$ cat config.mk
export PLATFORM = sky130hd
export DESIGN_NAME = readout_mux_blank
export DESIGN_NICKNAME = d
export VERILOG_FILES = /design/src/rtl/readout_pkg.sv /design/src/rtl/readout_zero_scan.sv /design/src/rtl/readout_digit_sel.sv /design/src/rtl/readout_mux_blank.sv
export SDC_FILE = /design/constraint.sdc
export NUM_CORES = 1
export LEC_CHECK = 0
export ABC_AREA = 1
export BUFFER_PORTS_ARGS = -buffer_cell sky130_fd_sc_hd__buf_2
export CAP_MARGIN = 10
export CORE_MARGIN = 1.5
export CORE_UTILIZATION = 46
export CTS_BUF_LIST = sky130_fd_sc_hd__clkbuf_8
export DETAILED_ROUTE_END_ITERATION = 10
export GPL_ROUTABILITY_DRIVEN = 0
export PLACE_DENSITY = 0.93
export SETUP_SLACK_MARGIN = 0.1
export SLEW_MARGIN = 5
export SYNTH_ARGS = -nofsm -noshare
export SYNTH_HDL_FRONTEND = slang
export SYNTH_HIERARCHICAL = 1
export SYNTH_SLANG_ARGS = --single-unit
$ cat constraint.sdc
create_clock -name clk -period 0.8 [get_ports clk]
set_input_delay 0.12 -clock clk [delete_from_list [all_inputs] [get_ports clk]]
set_output_delay 0.12 -clock clk [all_outputs]
set_load 0.01 [all_outputs]
$ cat src/rtl/readout_pkg.sv
package readout_pkg;

    localparam int DIGIT_W = 4;

    typedef struct packed {
        logic [DIGIT_W-1:0] digit;
        logic               blank;
        logic               marker;
    } rdout_t;

endpackage

$ cat src/rtl/readout_zero_scan.sv
// Per-column "shown" decision: column k is shown when it or any column
// to its left holds a nonzero digit; column 0 is always shown.
module readout_zero_scan #(
    parameter int NUM_DIGITS = 8,
    parameter int DIGIT_W    = 4
) (
    input  logic [NUM_DIGITS*DIGIT_W-1:0] digits_i,
    output logic [NUM_DIGITS-1:0]         shown_o
);

    logic [NUM_DIGITS-1:0] nonzero;
    logic [NUM_DIGITS-1:0] seen;

    genvar k;
    generate
        for (k = 0; k < NUM_DIGITS; k++) begin : g_col
            assign nonzero[k] = |digits_i[k*DIGIT_W +: DIGIT_W];
            if (k == NUM_DIGITS - 1) begin : g_top
                assign seen[k] = nonzero[k];
            end else begin : g_low
                assign seen[k] = nonzero[k] | seen[k+1];
            end
            if (k == 0) begin : g_lsd
                assign shown_o[k] = 1'b1;
            end else begin : g_upper
                assign shown_o[k] = seen[k];
            end
        end
    endgenerate

endmodule

$ cat src/rtl/readout_digit_sel.sv
// Select one digit and its shown bit by column index; flag range.
module readout_digit_sel #(
    parameter int NUM_DIGITS = 8,
    parameter int DIGIT_W    = 4,
    parameter int SEL_W      = 4
) (
    input  logic [NUM_DIGITS*DIGIT_W-1:0] digits_i,
    input  logic [NUM_DIGITS-1:0]         shown_i,
    input  logic [SEL_W-1:0]              sel_i,
    output logic [DIGIT_W-1:0]            digit_o,
    output logic                          shown_o,
    output logic                          in_range_o
);

    always_comb begin
        digit_o    = '0;
        shown_o    = 1'b0;
        in_range_o = 1'b0;
        for (int k = 0; k < NUM_DIGITS; k++) begin
            if (sel_i == SEL_W'(k)) begin
                digit_o    = digits_i[k*DIGIT_W +: DIGIT_W];
                shown_o    = shown_i[k];
                in_range_o = 1'b1;
            end
        end
    end

endmodule

$ cat src/rtl/readout_mux_blank.sv
module readout_mux_blank #(
    parameter int          NUM_DIGITS  = 8,
    parameter int          SEL_W       = 4,
    parameter logic [3:0]  MARKER_CODE = 4'hA,
    parameter logic [3:0]  IDLE_CODE   = 4'hF
) (
    input  logic                                         clk,
    input  logic                                         rst_n,
    input  logic [NUM_DIGITS*readout_pkg::DIGIT_W-1:0]   digits_i,
    input  logic                                         overflow_i,
    input  logic [SEL_W-1:0]                             col_sel_i,
    output logic [readout_pkg::DIGIT_W-1:0]              digit_o,
    output logic                                         blank_o,
    output logic                                         marker_o
);
    import readout_pkg::*;

    localparam logic [SEL_W-1:0] TOP_SEL = SEL_W'(NUM_DIGITS - 1);

    logic [NUM_DIGITS-1:0] shown;
    logic [DIGIT_W-1:0]    sel_digit;
    logic                  sel_shown;
    logic                  sel_in_range;

    rdout_t out_d, out_q;

    readout_zero_scan #(
        .NUM_DIGITS (NUM_DIGITS),
        .DIGIT_W    (DIGIT_W)
    ) u_scan (
        .digits_i (digits_i),
        .shown_o  (shown)
    );

    readout_digit_sel #(
        .NUM_DIGITS (NUM_DIGITS),
        .DIGIT_W    (DIGIT_W),
        .SEL_W      (SEL_W)
    ) u_sel (
        .digits_i   (digits_i),
        .shown_i    (shown),
        .sel_i      (col_sel_i),
        .digit_o    (sel_digit),
        .shown_o    (sel_shown),
        .in_range_o (sel_in_range)
    );

    always_comb begin
        out_d = '{digit: sel_digit, blank: ~sel_shown, marker: 1'b0};
        if (!sel_in_range) begin
            out_d = '{digit: IDLE_CODE, blank: 1'b1, marker: 1'b0};
        end else if (overflow_i && (col_sel_i == TOP_SEL)) begin
            out_d = '{digit: MARKER_CODE, blank: 1'b0, marker: 1'b1};
        end
    end

    always_ff @(posedge clk or negedge rst_n) begin
        if (!rst_n) begin
            out_q <= '{digit: '0, blank: 1'b1, marker: 1'b0};
        end else begin
            out_q <= out_d;
        end
    end

    assign digit_o  = out_q.digit;
    assign blank_o  = out_q.blank;
    assign marker_o = out_q.marker;

    // least significant column is never blank
    a_r4_lsd_shown: assert property (@(posedge clk) disable iff (!rst_n)
        (col_sel_i == '0) |=> !blank_o);

    // overflow on the top column yields the marker
    a_r5_marker: assert property (@(posedge clk) disable iff (!rst_n)
        (overflow_i && col_sel_i == TOP_SEL) |=>
            (marker_o && !blank_o && digit_o == MARKER_CODE));

    // no marker on any other column
    a_r6_marker_only_top: assert property (@(posedge clk) disable iff (!rst_n)
        (col_sel_i != TOP_SEL) |=> !marker_o);

    // out-of-range select drives idle code, blanked
    a_r7_out_of_range: assert property (@(posedge clk) disable iff (!rst_n)
        (col_sel_i > TOP_SEL) |=> (blank_o && !marker_o && digit_o == IDLE_CODE));

    // an in-range blanked column carries zero
    a_r3_blank_is_zero: assert property (@(posedge clk) disable iff (!rst_n)
        (col_sel_i <= TOP_SEL) |=> (!blank_o || digit_o == '0));

    // an in-range, non-marker column repeats the selected digit
    a_r1_digit_pass: assert property (@(posedge clk) disable iff (!rst_n)
        (col_sel_i <= TOP_SEL && !(overflow_i && col_sel_i == TOP_SEL)) |=>
            (digit_o == $past(sel_digit)));

endmodule

==> load_flow_metrics.sql, run 1 <==
INSERT INTO impl_metrics (metric_group, metric, value, unit) VALUES
('outcome', 'outcome', 'aborted with a tool error', ''),
('outcome', 'outcome.stop_stage', 'global routing (5_1_grt)', ''),
('outcome', 'stop_error', '[ERROR GRT-0232] Routing congestion too high. Check the congestion heatmap in the GUI.', ''),
('synthesis', 'ys_dominant_reg_cell', 'sky130_fd_sc_hd__dfrtp_1', ''),
('timing', 'worstEndpointType', 'register input', ''),
('synthesis', 'synth.lib_cells_used.distinct', '23', ''),
('synthesis', 'syn-instance-count', '145', ''),
('floorplanning', 'io_pins', '45', ''),
('floorplanning', 'core.rowCount', '15', ''),
('synthesis', 'yosys_reg_bits', '6', ''),
('placed_design', 'detailed_place_hpwl', '2.21', 'mm'),
('grt', 'grt_start_max_net_pins', '16', ''),
('cts', 'root_buffer', 'sky130_fd_sc_hd__clkbuf_8', ''),
('synthesis', 'mappedNetlistNets', '184', ''),
('cts', 'ctsHtreeMaxLevel', '1', ''),
('cts', 'cts.path.max_buffers', '2', ''),
('synthesis', 'synth.cell_area', '853', 'sq um'),
('grt', 'globalRouteOverflowTotal', '2', ''),
('floorplanning', 'fp.dieW', '46.1', 'um'),
('synthesis', 'synth.area.top_cells', 'sky130_fd_sc_hd__dfrtp_1 (15%), sky130_fd_sc_hd__nand2_1 (15%), sky130_fd_sc_hd__nand3_1 (13%)', ''),
('synthesis', 'yosys.cell_count.top_type', 'sky130_fd_sc_hd__nand2_1', ''),
('synthesis', 'share_of_yosys_cell_area_claimed_by_the_top_area_cell_type', '0.147', ''),
('floorplanning', 'dieHeight', '46.1', 'um'),
('grt', 'combined_global_route_utilization_of_all_metal_layers', '0.550', ''),
('synthesis', 'yosysSeqAreaShare', '0.177', ''),
('floorplanning', 'initial_utilization', '0.494', ''),
('synthesis', 'async_reset_ff_frac', '1.00', ''),
('placed_design', 'port_buffers', '44', ''),
('cts', 'cts_buffers', '3', ''),
('synthesis', 'synth_top_cell_by_area', 'sky130_fd_sc_hd__dfrtp_1', ''),
('synthesis', 'yosys_warnings', '6', ''),
('synthesis', 'synth_enable_flop_cells', '0', ''),
('cts', 'clkSinkCount', '6', ''),
('synthesis', 'synth.top_cells.by_count', 'sky130_fd_sc_hd__nand2_1 (33), sky130_fd_sc_hd__inv_1 (25), sky130_fd_sc_hd__nand3_1 (23)', ''),
('timing', 'crit_endpoint', 'blank_o$_DFF_PN1_/D', ''),
('synthesis', 'postSynthAreaPerCell', '5.88', 'sq um');
## layer usage
layer / GRT usage / GRT overflow
met2: 0.756 / 1
met1: 0.550 / 0
met4: 0.583 / 1
met3: 0.314 / 0
met5: 0 / 0
## per-stage QoR
stage	instances	instance area (sq um)	worst slack, ns
after floorplan	145	878	-0.494
after CTS	243	1510	-0.500
after detailed placement	235	1280	-0.759
after global placement	235	1280	-0.643
## cells by family after synthesis
| group | count (synthesis) | share of synthesized area |
|---|---|---|
| other | 1 | 0.00439 |
| flip-flops | 6 | 0.177 |
| buffers and inverters | 30 | 0.145 |
| AND/OR/NAND/NOR | 101 | 0.617 |
| AO/OA/AOI/OAI | 7 | 0.0557 |
## timing repair
item,CTS
setup endpoints to repair,11
buffers inserted,3
pin swaps,15
resized for setup,36
hold buffers,1
endpoints found under the hold margin,6
==> run 2, diff against run 1 <==
--- a/config.mk
+++ b/config.mk
@@ -8,13 +8,11 @@
 export ABC_AREA = 1
 export BUFFER_PORTS_ARGS = -buffer_cell sky130_fd_sc_hd__buf_2
 export CAP_MARGIN = 10
-export CORE_MARGIN = 1.5
-export CORE_UTILIZATION = 46
-export CTS_BUF_LIST = sky130_fd_sc_hd__clkbuf_8
+export CORE_AREA = 2 2 63 65
 export DETAILED_ROUTE_END_ITERATION = 10
+export DIE_AREA = 0 0 65 67
 export GPL_ROUTABILITY_DRIVEN = 0
-export PLACE_DENSITY = 0.93
-export SETUP_SLACK_MARGIN = 0.1
+export PLACE_DENSITY_LB_ADDON = 0.15
 export SLEW_MARGIN = 5
 export SYNTH_ARGS = -nofsm -noshare
 export SYNTH_HDL_FRONTEND = slang
==> run 2 against run 1 <==
  * The flow now finishes, with violations (negative setup slack)
  * Synthesized cell count unchanged
  * Area after synthesis unchanged
==> load_flow_metrics.sql, run 2 <==
INSERT INTO impl_metrics (metric_group, metric, value, unit) VALUES
('outcome', 'outcome', 'complete, but fails checks', ''),
('outcome', 'failed_checks', 'negative setup slack', ''),
('timing', 'timing.final.setup_violations', '11', ''),
('timing', 'hold_viol_final', '0', ''),
('cts', 'clkSinkCount', '6', ''),
('cells_and_area', 'areaGrowthSynthToFinish', '92.4', '%'),
('synthesis', 'yosys_warnings', '6', ''),
('timing', 'setup_total_negative_slack', '-1.38', 'ns'),
('timing', 'period_minus_slack', '1.29', 'ns'),
('synthesis', 'async_reset_ff_frac', '1.00', ''),
('route', 'drt.antenna.violating_nets', '0', ''),
('cts', 'cts_buffers', '3', ''),
('grt', 'via_count_of_the_first_global_routing_pass', '1185', ''),
('cts', 'root_buffer', 'sky130_fd_sc_hd__clkbuf_8', ''),
('power_and_ir_drop', 'comb_power_share', '0.442', ''),
('route', 'total_iterations_of_the_first_detailed_routing_run', '4', ''),
('route', 'detailedRoute.firstIterationViolations', '23', ''),
('cells_and_area', 'antenna_cells_inserted', '0', ''),
('grt', 'combined_global_route_utilization_of_all_metal_layers', '0.145', ''),
('placed_design', 'port_buffers', '44', ''),
('power_and_ir_drop', 'power_leakage', '0.822', 'nW'),
('timing', 'final.period_utilization', '1.61', ''),
('grt', 'globalRouteOverflowTotal', '0', ''),
('cells_and_area', 'nNetsFinal', '263', ''),
('cts', 'cts.path.max_buffers', '2', ''),
('synthesis', 'yosysSeqAreaShare', '0.177', ''),
('synthesis', 'yosys_reg_bits', '6', ''),
('worst_setup_path', 'crit_path_max_fanout', '2', ''),
('floorplanning', 'dieHeight', '67', 'um'),
('timing', 'layout_setup_ws', '-0.488', 'ns'),
('synthesis', 'ys_dominant_reg_cell', 'sky130_fd_sc_hd__dfrtp_1', ''),
('route', 'detail_route.vias_per_cell', '4.26', ''),
('synthesis', 'share_of_yosys_cell_area_claimed_by_the_top_area_cell_type', '0.147', ''),
('cts', 'cts_tree', 'done', ''),
('floorplanning', 'initial_utilization', '0.237', ''),
('synthesis', 'synth_enable_flop_cells', '0', ''),
('grt', 'grt_first_pass_wirelength', '4.92', 'mm'),
('synthesis', 'yosys.cell_count.top_type', 'sky130_fd_sc_hd__nand2_1', ''),
('cells_and_area', 'finish.cell_count_without_fillers', '271', ''),
('floorplanning', 'core', '0.00361', 'sq mm'),
('power_and_ir_drop', 'seq_power_share', '0.233', ''),
('synthesis', 'synth.area.top_cells', 'sky130_fd_sc_hd__dfrtp_1 (15%), sky130_fd_sc_hd__nand2_1 (15%), sky130_fd_sc_hd__nand3_1 (13%)', ''),
('route', 'wl_per_cell', '10.7', 'um'),
('power_and_ir_drop', 'switchingPower', '0.443', 'mW'),
('run', 'timing.max_cap.violations', '0', ''),
('placed_design', 'detailed_place_hpwl', '2.40', 'mm'),
('synthesis', 'synth_top_cell_by_area', 'sky130_fd_sc_hd__dfrtp_1', ''),
('worst_setup_path', 'critPathKind', 'in2reg', ''),
('power_and_ir_drop', 'p_sw_frac', '0.306', ''),
('synthesis', 'synth.lib_cells_used.distinct', '23', ''),
('worst_setup_path', 'endpoint_arrival_time_on_the_critical_path', '1.45', 'ns'),
('floorplanning', 'die_area', '0.00436', 'sq mm'),
('worst_setup_path', 'endpoint_kind', 'flip-flop', ''),
('floorplanning', 'core.rowCount', '22', ''),
('floorplanning', 'io_pins', '45', ''),
('route', 'wl', '2.91', 'mm'),
('cts', 'clkSlewWorstSetupHoldPaths', '0.03', 'ns'),
('route', 'dr_total_vias', '1154', ''),
('synthesis', 'postSynthAreaPerCell', '5.88', 'sq um'),
('worst_hold_path', 'min-delay-path-class', 'in2reg', ''),
('power_and_ir_drop', 'worst_supply_voltage_drop_on_vdd', '0.289', 'mV'),
('power_and_ir_drop', 'p_clk_frac', '0.325', ''),
('grt', 'antenna_found_initial', '0', ''),
('floorplanning', 'fp.dieW', '65', 'um'),
('cells_and_area', 'most-common-layout-cells', 'sky130_fd_sc_hd__buf_2 (35), sky130_fd_sc_hd__nand2_1 (24), sky130_fd_sc_hd__buf_4 (24), sky130_fd_sc_hd__inv_1 (20), sky130_fd_sc_hd__nand3_1 (16)', ''),
('power_and_ir_drop', 'power.internal', '1.01', 'mW'),
('timing', 'maxClockFrequency', '776', 'MHz'),
('timing', 'rsz0062_at_grt', 'true', ''),
('synthesis', 'syn-instance-count', '145', ''),
('cells_and_area', 'flip_flop_count_of_the_largest_register_all_copies_and_words_added', '4', ''),
('cells_and_area', 'final_common_cell', 'sky130_fd_sc_hd__buf_2', ''),
('synthesis', 'synth.top_cells.by_count', 'sky130_fd_sc_hd__nand2_1 (33), sky130_fd_sc_hd__inv_1 (25), sky130_fd_sc_hd__nand3_1 (23)', ''),
('cells_and_area', 'share_of_cells_above_drive_strength_1', '0.587', ''),
('synthesis', 'mappedNetlistNets', '184', ''),
('timing', 'final_max_slew_viol_count', '0', ''),
('grt', 'grt_start_max_net_pins', '8', ''),
('synthesis', 'synth.cell_area', '853', 'sq um'),
('route', 'remaining_drc_errors', '0', ''),
('worst_setup_path', 'critPathRequiredTime', '0.96', 'ns'),
('cts', 'ctsHtreeMaxLevel', '1', ''),
('placed_design', 'numPlacedInstances', '262', ''),
('worst_setup_path', 'worstSetupStartpointType', 'input pin', ''),
('power_and_ir_drop', 'cellPowerDensity', '883', 'mW/mm^2');
==> run 2: cell counts after synthesis <==
Identical to the previous run, type by type.
==> run 2: critical path, cell delays in order <==
cell                       delay, ns
sky130_fd_sc_hd__buf_2          0.11
sky130_fd_sc_hd__nor4_1         0.37
sky130_fd_sc_hd__buf_4          0.18
sky130_fd_sc_hd__nand3_2        0.07
sky130_fd_sc_hd__nand3_1        0.08
sky130_fd_sc_hd__nand3_1        0.06
sky130_fd_sc_hd__nor2_1         0.11
sky130_fd_sc_hd__nand3_2        0.08
sky130_fd_sc_hd__nand2_2        0.05
sky130_fd_sc_hd__inv_1          0.03
sky130_fd_sc_hd__o21bai_1       0.14
sky130_fd_sc_hd__nand2_1        0.06
==> run 2: kinds of logic after synthesis <==
kind of cell           Yosys count  share of synthesized area
buffers and inverters           30                      0.145
other                            1                    0.00439
AND/OR/NAND/NOR                101                      0.617
AO/OA/AOI/OAI                    7                     0.0557
flip-flops                       6                      0.177
==> run 2: stage by stage <==
stage / worst slack, ns / hold slack (ns) / instance area (sq um) / util / total power, mW
finish: -0.488 / 0.227 / 1640 / 0.455 / 1.45
floorplan: -0.494 / -0.176 / 878 / - / 0.552
global route: -0.612 / 0.255 / 1640 / 0.455 / 1.55
detailed placement: -0.748 / -0.0517 / 1340 / 0.372 / 0.849
global placement: -0.697 / -0.0580 / 1340 / 0.372 / 0.842
CTS: -0.459 / 0.225 / 1600 / 0.443 / 1.45
==> run 2: final cells by class <==
type	instances	area (sq um)
Timing Repair Buffer	75	569
Sequential cell	6	151
Multi-Input combinational cell	110	698
Inverter	28	118
Tap cell	48	60.1
Clock buffer	4	45.0
Fill cell	401	1960
==> run 2: final timing paths <==
check | startpoint | slack [ns] | endpoint | cells past startpoint
min | overflow_i | 0.23 | digit_o[2]$_DFF_PN0_ | 4
min in group asynchronous | rst_n | 0.24 | digit_o[0]$_DFF_PN0_ | 2
max | digits_i[5] | -0.49 | blank_o$_DFF_PN1_ | 12
max in group asynchronous | rst_n | 0.33 | blank_o$_DFF_PN1_ | 2
==> run 2: power by group through the flow <==
stage	sequential [mW]	combinational (mW)	clock [mW]
floorplan	0.355	0.197	0
global placement	0.339	0.502	0
detailed placement	0.340	0.509	0
CTS	0.338	0.623	0.486
global route	0.339	0.708	0.506
finish	0.337	0.640	0.472
==> run 2: what timing repair did <==
action                                  CTS  global route
hold buffers                              1             0
hold endpoints to repair                  6             0
endpoints found under the setup margin   11            11
cloned                                    1             0
setup buffers                             2             2
resized for setup                        49            14
pin swaps                                17            11
==> run 2: per-layer routing <==
layer	GRT usage	routed length (um)
met5	0	0
met2	0.281	1480
met3	0.00507	94
met4	0.0319	14
met1	0.176	1320
No activity file was read; power rests on OpenSTA's default activity.
